==> src/rtl/spi_guard_pkg.sv <==
package spi_guard_pkg;

  localparam int CNT_W = 4;

  localparam logic [7:0] OP_WR_EN      = 8'h06;
  localparam logic [7:0] OP_WR_DIS     = 8'h04;
  localparam logic [7:0] OP_RD_STAT1   = 8'h05;
  localparam logic [7:0] OP_RD_STAT2   = 8'h35;
  localparam logic [7:0] OP_WR_STAT    = 8'h01;
  localparam logic [7:0] OP_PAGE_PROG  = 8'h02;
  localparam logic [7:0] OP_SECT_ERASE = 8'h20;
  localparam logic [7:0] OP_CHIP_ERASE = 8'hC7;

  typedef enum logic [2:0] {
    ACT_NONE,
    ACT_SET_WEL,
    ACT_CLR_WEL,
    ACT_WR_STAT,
    ACT_PROG,
    ACT_ERASE
  } act_e;

endpackage

==> src/rtl/spi_guard_rx.sv <==
module spi_guard_rx
  import spi_guard_pkg::*;
#(
  parameter int SYNC_STAGES = 2
) (
  input  logic             clk,
  input  logic             rst_n,
  input  logic             cs_n,
  input  logic             sclk,
  input  logic             mosi,
  input  logic             wp_n,
  output logic             cs_idle,
  output logic             wp_level,
  output logic             sclk_fall,
  output logic             byte_done,
  output logic [7:0]       byte_val,
  output logic [CNT_W-1:0] byte_idx,
  output logic             frame_end,
  output logic [CNT_W-1:0] frame_bytes,
  output logic             frame_aligned
);

  localparam logic [3:0]       SYNC_RST = 4'b1001;
  localparam logic [CNT_W-1:0] CNT_MAX  = '1;

  logic [SYNC_STAGES-1:0][3:0] sync_q;
  logic sclk_s, mosi_s;
  logic sclk_prev_q, cs_prev_q;
  logic sclk_rise;
  logic [2:0] bit_q, bit_d;
  logic [7:0] sh_q, sh_d;
  logic [CNT_W-1:0] cnt_q, cnt_d;

  always_ff @(posedge clk or negedge rst_n) begin
    if (!rst_n) begin
      sync_q <= {SYNC_STAGES{SYNC_RST}};
    end else begin
      sync_q[0] <= {cs_n, sclk, mosi, wp_n};
      for (int i = 1; i < SYNC_STAGES; i++) sync_q[i] <= sync_q[i-1];
    end
  end

  assign cs_idle  = sync_q[SYNC_STAGES-1][3];
  assign sclk_s   = sync_q[SYNC_STAGES-1][2];
  assign mosi_s   = sync_q[SYNC_STAGES-1][1];
  assign wp_level = sync_q[SYNC_STAGES-1][0];

  assign sclk_rise = sclk_s & ~sclk_prev_q & ~cs_idle;
  assign sclk_fall = ~sclk_s & sclk_prev_q & ~cs_idle;
  assign frame_end = cs_idle & ~cs_prev_q;

  always_comb begin
    bit_d = bit_q;
    sh_d  = sh_q;
    cnt_d = cnt_q;
    if (cs_idle) begin
      bit_d = '0;
      cnt_d = '0;
    end else if (sclk_rise) begin
      sh_d  = {sh_q[6:0], mosi_s};
      bit_d = bit_q + 3'd1;
      if (bit_q == 3'd7 && cnt_q != CNT_MAX) cnt_d = cnt_q + 1'b1;
    end
  end

  assign byte_done     = sclk_rise & (bit_q == 3'd7);
  assign byte_val      = {sh_q[6:0], mosi_s};
  assign byte_idx      = cnt_q;
  assign frame_bytes   = cnt_q;
  assign frame_aligned = (bit_q == 3'd0);

  always_ff @(posedge clk or negedge rst_n) begin
    if (!rst_n) begin
      sclk_prev_q <= 1'b0;
      cs_prev_q   <= 1'b1;
      bit_q       <= '0;
      sh_q        <= '0;
      cnt_q       <= '0;
    end else begin
      sclk_prev_q <= sclk_s;
      cs_prev_q   <= cs_idle;
      bit_q       <= bit_d;
      sh_q        <= sh_d;
      cnt_q       <= cnt_d;
    end
  end

endmodule

==> src/rtl/spi_guard_dec.sv <==
module spi_guard_dec
  import spi_guard_pkg::*;
#(
  parameter int ADDR_BYTES = 3
) (
  input  logic             clk,
  input  logic             rst_n,
  input  logic             byte_done,
  input  logic [7:0]       byte_val,
  input  logic [CNT_W-1:0] byte_idx,
  input  logic             frame_end,
  input  logic [CNT_W-1:0] frame_bytes,
  input  logic             frame_aligned,
  output act_e             act,
  output logic [5:0]       stat1_wdata,
  output logic [7:0]       stat2_wdata,
  output logic             rd_load,
  output logic             rd_pick2
);

  localparam logic [CNT_W-1:0] LEN_ONE   = CNT_W'(1);
  localparam logic [CNT_W-1:0] LEN_STAT  = CNT_W'(3);
  localparam logic [CNT_W-1:0] LEN_PROG  = CNT_W'(ADDR_BYTES + 2);
  localparam logic [CNT_W-1:0] LEN_ERASE = CNT_W'(ADDR_BYTES + 1);

  logic [7:0] op_q, op_d;
  logic [5:0] b1_q, b1_d;
  logic [7:0] b2_q, b2_d;
  act_e       act_q, act_d;

  always_comb begin
    op_d = op_q;
    b1_d = b1_q;
    b2_d = b2_q;
    if (byte_done) begin
      if (byte_idx == CNT_W'(0)) op_d = byte_val;
      if (byte_idx == CNT_W'(1)) b1_d = byte_val[7:2];
      if (byte_idx == CNT_W'(2)) b2_d = byte_val;
    end
  end

  always_comb begin
    act_d = ACT_NONE;
    if (frame_end && frame_aligned) begin
      case (op_q)
        OP_WR_EN:      if (frame_bytes == LEN_ONE)   act_d = ACT_SET_WEL;
        OP_WR_DIS:     if (frame_bytes == LEN_ONE)   act_d = ACT_CLR_WEL;
        OP_WR_STAT:    if (frame_bytes == LEN_STAT)  act_d = ACT_WR_STAT;
        OP_PAGE_PROG:  if (frame_bytes >= LEN_PROG)  act_d = ACT_PROG;
        OP_SECT_ERASE: if (frame_bytes == LEN_ERASE) act_d = ACT_ERASE;
        OP_CHIP_ERASE: if (frame_bytes == LEN_ONE)   act_d = ACT_ERASE;
        default:       act_d = ACT_NONE;
      endcase
    end
  end

  assign rd_load  = byte_done && (byte_idx == CNT_W'(0)) &&
                    (byte_val == OP_RD_STAT1 || byte_val == OP_RD_STAT2);
  assign rd_pick2 = (byte_val == OP_RD_STAT2);

  assign act         = act_q;
  assign stat1_wdata = b1_q;
  assign stat2_wdata = b2_q;

  always_ff @(posedge clk or negedge rst_n) begin
    if (!rst_n) begin
      op_q  <= '0;
      b1_q  <= '0;
      b2_q  <= '0;
      act_q <= ACT_NONE;
    end else begin
      op_q  <= op_d;
      b1_q  <= b1_d;
      b2_q  <= b2_d;
      act_q <= act_d;
    end
  end

endmodule

==> src/rtl/spi_guard_regs.sv <==
module spi_guard_regs
  import spi_guard_pkg::*;
(
  input  logic       clk,
  input  logic       rst_n,
  input  act_e       act,
  input  logic [5:0] stat1_wdata,
  input  logic [7:0] stat2_wdata,
  input  logic       wp_level,
  output logic [7:0] stat1_view,
  output logic [7:0] stat2_val,
  output logic       wel,
  output logic       status_locked,
  output logic       array_ro,
  output logic       prog_accept,
  output logic       erase_accept
);

  logic [5:0] s1_q, s1_d;
  logic [7:0] s2_q, s2_d;
  logic       wel_q, wel_d;
  logic       prog_q, prog_d;
  logic       erase_q, erase_d;

  assign status_locked = s1_q[5] & ~s2_q[0] & ~wp_level;
  assign array_ro      = s2_q[6] & status_locked;

  always_comb begin
    s1_d    = s1_q;
    s2_d    = s2_q;
    wel_d   = wel_q;
    prog_d  = 1'b0;
    erase_d = 1'b0;
    case (act)
      ACT_SET_WEL: wel_d = 1'b1;
      ACT_CLR_WEL: wel_d = 1'b0;
      ACT_WR_STAT: begin
        if (wel_q && !status_locked) begin
          s1_d  = stat1_wdata;
          s2_d  = stat2_wdata;
          wel_d = 1'b0;
        end
      end
      ACT_PROG: begin
        if (wel_q && !array_ro) begin
          prog_d = 1'b1;
          wel_d  = 1'b0;
        end
      end
      ACT_ERASE: begin
        if (wel_q && !array_ro) begin
          erase_d = 1'b1;
          wel_d   = 1'b0;
        end
      end
      default: ;
    endcase
  end

  always_ff @(posedge clk or negedge rst_n) begin
    if (!rst_n) begin
      s1_q    <= '0;
      s2_q    <= '0;
      wel_q   <= 1'b0;
      prog_q  <= 1'b0;
      erase_q <= 1'b0;
    end else begin
      s1_q    <= s1_d;
      s2_q    <= s2_d;
      wel_q   <= wel_d;
      prog_q  <= prog_d;
      erase_q <= erase_d;
    end
  end

  assign stat1_view   = {s1_q, wel_q, 1'b0};
  assign stat2_val    = s2_q;
  assign wel          = wel_q;
  assign prog_accept  = prog_q;
  assign erase_accept = erase_q;

endmodule

==> src/rtl/spi_guard_tx.sv <==
module spi_guard_tx (
  input  logic       clk,
  input  logic       rst_n,
  input  logic       cs_idle,
  input  logic       sclk_fall,
  input  logic       rd_load,
  input  logic       rd_pick2,
  input  logic [7:0] stat1_view,
  input  logic [7:0] stat2_val,
  output logic       miso
);

  logic [7:0] tx_q, tx_d;
  logic       on_q, on_d;
  logic       out_q, out_d;

  always_comb begin
    tx_d  = tx_q;
    on_d  = on_q;
    out_d = out_q;
    if (cs_idle) begin
      on_d  = 1'b0;
      out_d = 1'b0;
    end else if (rd_load) begin
      tx_d = rd_pick2 ? stat2_val : stat1_view;
      on_d = 1'b1;
    end else if (sclk_fall && on_q) begin
      out_d = tx_q[7];
      tx_d  = {tx_q[6:0], tx_q[7]};
    end
  end

  always_ff @(posedge clk or negedge rst_n) begin
    if (!rst_n) begin
      tx_q  <= '0;
      on_q  <= 1'b0;
      out_q <= 1'b0;
    end else begin
      tx_q  <= tx_d;
      on_q  <= on_d;
      out_q <= out_d;
    end
  end

  assign miso = out_q;

endmodule

==> src/rtl/spi_flash_guard.sv <==
module spi_flash_guard
  import spi_guard_pkg::*;
#(
  parameter int ADDR_BYTES  = 3,
  parameter int SYNC_STAGES = 2
) (
  input  logic clk,
  input  logic rst_n,
  input  logic cs_n,
  input  logic sclk,
  input  logic mosi,
  input  logic wp_n,
  output logic miso,
  output logic prog_accept,
  output logic erase_accept
);

  logic rst_meta_q, rst_sync_q;

  always_ff @(posedge clk or negedge rst_n) begin
    if (!rst_n) begin
      rst_meta_q <= 1'b0;
      rst_sync_q <= 1'b0;
    end else begin
      rst_meta_q <= 1'b1;
      rst_sync_q <= rst_meta_q;
    end
  end

  logic             cs_idle, wp_level, sclk_fall;
  logic             byte_done, frame_end, frame_aligned;
  logic [7:0]       byte_val;
  logic [CNT_W-1:0] byte_idx, frame_bytes;
  act_e             act;
  logic [5:0]       stat1_wdata;
  logic [7:0]       stat2_wdata;
  logic             rd_load, rd_pick2;
  logic [7:0]       stat1_view, stat2_val;
  logic             wel, status_locked, array_ro;

  spi_guard_rx #(.SYNC_STAGES(SYNC_STAGES)) u_rx (
    .clk(clk), .rst_n(rst_sync_q), .cs_n(cs_n), .sclk(sclk), .mosi(mosi),
    .wp_n(wp_n), .cs_idle(cs_idle), .wp_level(wp_level), .sclk_fall(sclk_fall),
    .byte_done(byte_done), .byte_val(byte_val), .byte_idx(byte_idx),
    .frame_end(frame_end), .frame_bytes(frame_bytes), .frame_aligned(frame_aligned)
  );

  spi_guard_dec #(.ADDR_BYTES(ADDR_BYTES)) u_dec (
    .clk(clk), .rst_n(rst_sync_q), .byte_done(byte_done), .byte_val(byte_val),
    .byte_idx(byte_idx), .frame_end(frame_end), .frame_bytes(frame_bytes),
    .frame_aligned(frame_aligned), .act(act), .stat1_wdata(stat1_wdata),
    .stat2_wdata(stat2_wdata), .rd_load(rd_load), .rd_pick2(rd_pick2)
  );

  spi_guard_regs u_regs (
    .clk(clk), .rst_n(rst_sync_q), .act(act), .stat1_wdata(stat1_wdata),
    .stat2_wdata(stat2_wdata), .wp_level(wp_level), .stat1_view(stat1_view),
    .stat2_val(stat2_val), .wel(wel), .status_locked(status_locked),
    .array_ro(array_ro), .prog_accept(prog_accept), .erase_accept(erase_accept)
  );

  spi_guard_tx u_tx (
    .clk(clk), .rst_n(rst_sync_q), .cs_idle(cs_idle), .sclk_fall(sclk_fall),
    .rd_load(rd_load), .rd_pick2(rd_pick2), .stat1_view(stat1_view),
    .stat2_val(stat2_val), .miso(miso)
  );

endmodule

==> config.mk <==
export PLATFORM = sky130hd
export DESIGN_NAME = spi_flash_guard
export DESIGN_NICKNAME = d
export VERILOG_FILES = /design/src/rtl/spi_guard_pkg.sv /design/src/rtl/spi_guard_rx.sv /design/src/rtl/spi_guard_dec.sv /design/src/rtl/spi_guard_regs.sv /design/src/rtl/spi_guard_tx.sv /design/src/rtl/spi_flash_guard.sv
export SDC_FILE = /design/constraint.sdc
export NUM_CORES = 1
export LEC_CHECK = 0
export BUFFER_PORTS_ARGS = -buffer_cell sky130_fd_sc_hd__buf_2
export CORE_MARGIN = 2
export CORE_UTILIZATION = 25
export CTS_BUF_LIST = sky130_fd_sc_hd__clkbuf_4 sky130_fd_sc_hd__clkbuf_8
export CTS_CLUSTER_DIAMETER = 40
export DETAILED_ROUTE_END_ITERATION = 7
export PLACE_DENSITY = 0.47
export SLEW_MARGIN = 20
export SYNTH_ARGS = -nofsm -noshare
export SYNTH_HDL_FRONTEND = slang
export SYNTH_SLANG_ARGS = --single-unit
==> constraint.sdc <==
create_clock -name clk -period 2.27 [get_ports clk]
set_input_delay 0.454 -clock clk [delete_from_list [all_inputs] [get_ports clk]]
set_output_delay 0.454 -clock clk [all_outputs]
set_load 0.1 [all_outputs]
==> results of run 1 <==
==> through the flow <==
| step | cells | cell area (µm²) |
|---|---|---|
| after detailed placement | 434 | 3670 |
| after global placement | 434 | 3670 |
| after global routing | 451 | 3890 |
| after floorplan | 248 | 3350 |
| final | 451 | 3890 |
| after CTS | 451 | 3890 |
==> state kept, by name (all words and copies together), names as in the netlist, 3 cells and up <==
name,count
u_dec.stat2_wdata,8
u_rx.bit_q,3
u_regs.s1_q,6
u_dec.act,3
u_rx.sh_q,7
u_tx.tx_q,8
u_rx.byte_idx,4
u_regs.stat2_val,8
u_dec.stat1_wdata,6
u_rx.sync_q,4
u_dec.op_q,8
==> layout by cell type (no fill, tap or decap), types with 2 or more instances in the layout <==
cell / count
sky130_fd_sc_hd__inv_1: 7
sky130_fd_sc_hd__clkinvlp_4: 2
sky130_fd_sc_hd__nor3_1: 2
sky130_fd_sc_hd__nand4b_1: 2
sky130_fd_sc_hd__o21ai_0: 4
sky130_fd_sc_hd__mux2_2: 44
sky130_fd_sc_hd__dfrtp_1: 72
sky130_fd_sc_hd__xnor2_1: 3
sky130_fd_sc_hd__mux2i_1: 24
sky130_fd_sc_hd__nand4_1: 5
sky130_fd_sc_hd__buf_4: 8
sky130_fd_sc_hd__a21oi_1: 6
sky130_fd_sc_hd__nor2_1: 15
sky130_fd_sc_hd__and3_1: 3
sky130_fd_sc_hd__dfstp_2: 5
sky130_fd_sc_hd__nand3_1: 5
sky130_fd_sc_hd__nand2b_1: 2
sky130_fd_sc_hd__nand2_1: 6
sky130_fd_sc_hd__ha_1: 8
sky130_fd_sc_hd__and3b_1: 2
sky130_fd_sc_hd__buf_2: 8
sky130_fd_sc_hd__clkbuf_8: 10
sky130_fd_sc_hd__or2_2: 2
==> metal layers <==
metal | track usage [%] | share of wire, % | vias to the layer above
li1 | - | - | 933
met1 | 12.4 | 50 | 955
met2 | 14.5 | 45 | 27
met3 | 3.18 | 3.2 | 10
met4 | 4.04 | 1.9 | 0
met5 | 0 | 0 | -
==> worst max path at each step <==
stage	start	to	slack [ps]	cells after the start
final	u_dec.op_q[4]$_DFFE_PN0P_	u_dec.act[2]$_DFF_PN0_	330	4
after global routing	u_dec.op_q[4]$_DFFE_PN0P_	u_dec.act[2]$_DFF_PN0_	290	4
after CTS	u_dec.op_q[4]$_DFFE_PN0P_	u_dec.act[2]$_DFF_PN0_	330	4
after detailed placement	u_dec.op_q[4]$_DFFE_PN0P_	u_dec.act[2]$_DFF_PN0_	330	4
after global placement	u_dec.op_q[4]$_DFFE_PN0P_	u_dec.act[2]$_DFF_PN0_	350	4
after floorplan	u_dec.op_q[4]$_DFFE_PN0P_	u_dec.act[2]$_DFF_PN0_	390	4
==> logic make-up (layout without fill, tap and decap cells) <==
| group | after synthesis | after routing |
|---|---|---|
| xor+xnor | 4 | 4 |
| other cells | 1 | 1 |
| simple gates | 58 | 58 |
| compound gates | 17 | 17 |
| fa+ha+maj | 8 | 8 |
| flops | 78 | 78 |
| buf+inv | 14 | 41 |
| mux | 68 | 68 |
==> final cells by class <==
type	count	area share [%]
timing repair buffer	18	3.35
inverter	7	0.676
sequential	78	50.5
clock buffer	11	3.73
clock inverter	5	1.51
multi-input combinational	156	34.6
tap	176	5.66
==> cell usage after synthesis, drive strengths merged <==
library cell / number / area, µm²
or2: 3 / 18.8
or4b: 2 / 23.8
a311o: 1 / 10.0
mux2: 44 / 495
nor2: 16 / 62.6
nand2: 6 / 22.5
o21ai: 4 / 20.0
nand4: 5 / 31.3
mux2i: 24 / 240
buf: 2 / 8.75
nor4b: 1 / 8.76
and4bb: 1 / 12.5
nor3b: 2 / 20.0
and3b: 2 / 17.5
clkbuf: 5 / 18.8
xnor2: 3 / 26.3
and3: 3 / 18.8
inv: 7 / 26.3
or3: 2 / 17.5
nand2b: 2 / 12.5
nand4b: 2 / 17.5
nor4bb: 1 / 10.0
xor2: 1 / 8.76
dfstp: 5 / 131
or4: 2 / 18.8
o32a: 1 / 11.3
a21oi: 7 / 38.8
conb: 1 / 3.75
nand3: 5 / 25.0
a31oi: 1 / 6.26
ha: 8 / 100
nor3: 2 / 10.0
dfrtp: 73 / 1830
nor2b: 1 / 6.26
o2111ai: 1 / 8.76
o22ai: 1 / 6.26
o311a: 1 / 10.0
==> power by group <==
part | internal, mW | total (mW) | switching, mW
Combinational | 0.0767 | 0.131 | 0.0542
Sequential | 1.46 | 1.58 | 0.120
Clock | 0.550 | 1.05 | 0.499
==> timing repair <==
item | in CTS | in global routing
hold buffers | 1 | 0
endpoints found under the hold margin | 2 | 0
buffers inserted | 0 | 0
==> impl_metrics.toml, run 1 <==
[setup_path]
crit_end_element = "register"
path_buf_inv = 0
cpMaxStageDelayCell = "sky130_fd_sc_hd__or4b_4"
reg2reg_depth = 4
cp.required_ps = 2560
crit_family = "simple AND/OR/NAND/NOR gates"
cp-start-kind = "register"
cp_max_fo = 3
crit_chain = "or3_4, or4_4, or4b_4, a21oi_2"
reg2reg_slack_ps = 330
cp_slowest_stage_delay_ps = 520
regToRegStartpoint = "u_dec.op_q[4]$_DFFE_PN0P_"
cp.arrival_ps = 2220
critical_path_start_end_classification = "register to register"
r2r_end = "u_dec.act[2]$_DFF_PN0_"

[timing]
totalNegativeSetupSlack_ps = 0
final.hold.worst_slack_ps = 192
slew_limit_headroom_pct = 66.3
final_hold_viol_count = 0
setup_viol = 0
layout_worst_path_cycle_share_pct = 85.4
worst_clock_skew_ps = 13.0
layout_min_cycle_time_ps = 1940
max_slew.worst_pin.slew_ps = 506
fmax_mhz = 516
report.final.slew_viol_count = 0
rsz_0062_raised_after_global_routing = "no"
worst_slack_ps = 331

[cts]
ctsLongestPathBuffers = 2
clock_buffer_count_from_cts = 9
clk_root_buffer_cell = "sky130_fd_sc_hd__clkbuf_8"
clkSinkCount = 78
cts_htree_levels = 3
cts_tree = "done"
cts-resized-gates = 0
clkSlewWorstSetupHoldPaths_ps = 80
worstSkewPairLatency_ps = 350

[cells_and_area]
regArea_um2 = 1960
synthToLayoutAreaGrowth_pct = 16.0
final_nets = 284
drive_gt1_share_pct = 34.5
multiInputGateArea_um2 = 1350
diode_count = 0
postLayoutCoreUtil_pct = 29.5
fillerInstances = 1348

[routing]
drt_drc_violations_left = 0
final_antenna_net_count = 0
detailedRoute.firstIterationViolations = 85
avgRoutedWirePerCell_um = 13.6
routed_wirelength_um = 6120
vias = 1925
detail_route.first_pass.iterations = 4
vias_per_cell = 4.27

[logic_synthesis]
mappedNetlistArea_um2 = 3350
synthDistinctLibCells = 45
synth.net_count = 262
ys_warn_count = 0
synth_xor_area_share_pct = 1.05
synth_top_family_by_area = "multiplexers"
synth.avg_cell_area_um2 = 13.5
post_synth_fa_ha_maj_area_fraction_pct = 2.99
synth-compound-area-share_pct = 3.32
muxShareOfSynthArea_pct = 21.9
synth_seq_area_share_pct = 58.4
synth_seq_cells = 78
synthesis.instances = 248
yosys.area_share.simple_pct = 10.6

[global_route]
antenna_found_initial = 0
first_pass_grt_wire_length_um = 10400
globalRouteTotalUtil_pct = 9.52
globalRouteOverflowTotal = 0
grt_start_max_net_pins = 41
first_global_vias = 2015

[pwr]
cellLeakagePower_nw = 1.80
power.density_nw_per_um2 = 708
power.ir.vdd_worst_mv = 0.295
total_power_mw = 2.75

[placement]
preCtsSetupSlack_ps = 333
io_buffers = 8
gp_congestion = 0.742
detailedPlacementHpwl_um = 4200

[status]
run_status = "finished, final reports clean"

[floorplanning]
fp.dieH_um = 120
die_area_um2 = 14300
ios = 9
core-area_um2 = 13200
die_boundary_width_um = 120
starting_density_of_the_core_pct = 25.4
rows = 42

[min_path]
whs_endpoint = "u_rx.sync_q[0]$_DFF_PN1_"
hold_start = "wp_n"
min-delay-path-class = "input port to register"
worstHoldPathCells = 1

[run]
maxCapViolations = 0
Note: power is estimated with default switching activity, not from simulation.
==> inputs of run 2 (changes only) <==
--- a/config.mk
+++ b/config.mk
@@ -5,6 +5,7 @@
 export SDC_FILE = /design/constraint.sdc
 export NUM_CORES = 1
 export LEC_CHECK = 0
+export ABC_AREA = 1
 export BUFFER_PORTS_ARGS = -buffer_cell sky130_fd_sc_hd__buf_2
 export CORE_MARGIN = 2
 export CORE_UTILIZATION = 25
@@ -15,4 +16,5 @@
 export SLEW_MARGIN = 20
 export SYNTH_ARGS = -nofsm -noshare
 export SYNTH_HDL_FRONTEND = slang
+export SYNTH_HIERARCHICAL = 1
 export SYNTH_SLANG_ARGS = --single-unit
==> run 2 against run 1 <==
Against the previous run:
- critical path type unchanged
- via count rose by 42%
- non-clock buffer count rose by 4
- first-iteration DRC count rose by 34%
- area after synthesis rose by 14%
- final area rose by 12%
- register-to-register slack got worse by 70 ps
- die area rose by 13%
- sequential share of layout area fell by 5.3 points
- maximum frequency fell by 3.5%
- hold slack improved by 2.0 ps
- wire length rose by 24%
==> impl_metrics.toml, run 2 <==
[status]
run_status = "finished, final reports clean"

[cells_and_area]
final_nets = 489
diode_count = 0
synthToLayoutAreaGrowth_pct = 13.8
drive_gt1_share_pct = 19.1
most-common-layout-cells = "sky130_fd_sc_hd__nand2_1, sky130_fd_sc_hd__dfrtp_1, sky130_fd_sc_hd__inv_1"
final_common_cell = "sky130_fd_sc_hd__nand2_1"

[pwr]
cellLeakagePower_nw = 2.06
intPower_mw = 2.27
relative_contribution_of_combinational_cells_to_total_power_pct = 8.6
power.ir.vdd_worst_mv = 0.310
power.share.switching_pct = 24.8
power.density_nw_per_um2 = 697
power.clock.fraction_pct = 41.4
proportion_of_power_drawn_by_flip_flops_and_latches_pct = 50.0
p_switching_uw = 751

[cts]
worstSkewPairLatency_ps = 350
cts_tree = "done"
clkSinkCount = 78
clock_buffer_count_from_cts = 9
cts_htree_levels = 3
clkSlewWorstSetupHoldPaths_ps = 80
clk_root_buffer_cell = "sky130_fd_sc_hd__clkbuf_8"
ctsLongestPathBuffers = 2

[timing]
setup_viol = 0
worst_slack_ps = 262
layout_min_cycle_time_ps = 2010
rsz_0062_raised_after_global_routing = "no"
totalNegativeSetupSlack_ps = 0
final_hold_viol_count = 0
layout_worst_path_cycle_share_pct = 88.5
fmax_mhz = 498
report.final.slew_viol_count = 0
worst_clock_skew_ps = 11.0

[logic_synthesis]
synth.net_count = 471
synthesis.instances = 459
ys_warn_count = 6
mappedNetlistArea_um2 = 3810
synth.avg_cell_area_um2 = 8.31

[setup_path]
cp-start-kind = "register"
critical_path_start_end_classification = "register to register"
cp.arrival_ps = 2250
cp.required_ps = 2510
cp_max_fo = 8
crit_end_element = "register"

[global_route]
first_global_vias = 2743
grt_start_max_net_pins = 53
antenna_found_initial = 0
globalRouteOverflowTotal = 0
globalRouteTotalUtil_pct = 10.2
first_pass_grt_wire_length_um = 13400

[floorplanning]
ios = 9
core-area_um2 = 15000
die_boundary_width_um = 127
fp.dieH_um = 127
die_area_um2 = 16300
rows = 45
starting_density_of_the_core_pct = 25.4

[routing]
detailedRoute.firstIterationViolations = 114
detail_route.first_pass.iterations = 4
routed_wirelength_um = 7590
vias = 2735
final_antenna_net_count = 0
drt_drc_violations_left = 0
avgRoutedWirePerCell_um = 11.3
vias_per_cell = 4.08

[placement]
preCtsSetupSlack_ps = 135
io_buffers = 8
gp_congestion = 0.762
detailedPlacementHpwl_um = 5430

[run]
maxCapViolations = 0

[min_path]
min-delay-path-class = "input port to register"
-- run 2: cell count changes in the layout (fill, tap and decap cells not counted), sizes merged, moves of 17 or more --
cell | previous run | this run
nand3 | 5 | 22
nand2 | 6 | 163
mux2i | 24 | 0
o21ai | 4 | 39
nor2 | 16 | 45
mux2 | 44 | 0
inv | 7 | 70
-- run 2: routing by layer --
metal	vias up	track usage [%]	wire length, µm
li1	1435	-	-
met4	0	3.30	82
met3	8	2.51	176
met5	-	0	0
met1	1276	13.3	3730
met2	16	16.8	3600
-- run 2: worst max-delay path, stage by stage, from the launching register on --
cell	delay (ps)
sky130_fd_sc_hd__dfrtp_1	360
sky130_fd_sc_hd__ha_1	140
sky130_fd_sc_hd__ha_1	170
sky130_fd_sc_hd__inv_1	60
sky130_fd_sc_hd__nor2_2	130
sky130_fd_sc_hd__inv_2	60
sky130_fd_sc_hd__nor2_4	100
sky130_fd_sc_hd__nand3_2	90
sky130_fd_sc_hd__a211oi_2	260
sky130_fd_sc_hd__inv_2	100
sky130_fd_sc_hd__a21oi_4	190
sky130_fd_sc_hd__inv_2	110
sky130_fd_sc_hd__nand2_1	70
sky130_fd_sc_hd__nand2_1	60
-- run 2: area by class of cell --
| class | instances | area (µm²) |
|---|---|---|
| Multi-Input combinational cell | 297 | 1480 |
| Fill cell | 1585 | 10700 |
| Inverter | 69 | 259 |
| Clock buffer | 10 | 131 |
| Tap cell | 188 | 235 |
| Timing Repair Buffer | 22 | 160 |
| Sequential cell | 78 | 1960 |
| Clock inverter | 6 | 109 |
-- run 2: power groups by stage --
| stage | clock, mW | sequential, mW | combinational [mW] |
|---|---|---|---|
| 4_1_cts | 1.31 | 1.52 | 0.267 |
| 2_1_floorplan | 0 | 1.54 | 0.178 |
| 3_3_place_gp | 0 | 1.54 | 0.260 |
| 3_5_place_dp | 0 | 1.54 | 0.265 |
| 5_1_grt | 1.36 | 1.53 | 0.304 |
| 6_report | 1.25 | 1.51 | 0.260 |
-- run 2: final timing paths --
path | startpoint | end | slack [ps] | cells after the start
min in group asynchronous | rst_sync_q$_DFF_PN0_ | u_rx/sclk_prev_q$_DFF_PN0_ | 250 | 0
hold / removal | cs_n | u_rx/sync_q[3]$_DFF_PN1_ | 190 | 1
max in group asynchronous | rst_sync_q$_DFF_PN0_ | u_rx/wp_level$_DFF_PN1_ | 1370 | 1
setup / recovery | u_rx/bit_q[1]$_DFFE_PN0P_ | u_tx/tx_q[5]$_DFFE_PN0P_ | 260 | 13
hold reg to reg | rst_sync_q$_DFF_PN0_ | u_rx/sclk_prev_q$_DFF_PN0_ | 250 | 0
setup reg to reg | u_rx/bit_q[1]$_DFFE_PN0P_ | u_tx/tx_q[5]$_DFFE_PN0P_ | 260 | 13
-- run 2: timing repair --
action,CTS,global route
gates resized for setup,0,1
setup buffers,0,3
hold endpoints to repair,2,0
endpoints found under the setup margin,0,8
hold buffers,1,0
-- run 2: through the flow --
step / std cells / util [%] / cell area (µm²) / hold slack (ps) / power [mW]
floorplan: 459 / - / 3810 / 158 / 1.72
global placement: 650 / 27.0 / 4070 / 242 / 1.80
detailed placement: 650 / 27.0 / 4070 / 243 / 1.81
CTS: 667 / 28.7 / 4320 / 167 / 3.09
global route: 670 / 28.9 / 4340 / 157 / 3.20
finish: 670 / 28.9 / 4340 / 194 / 3.02
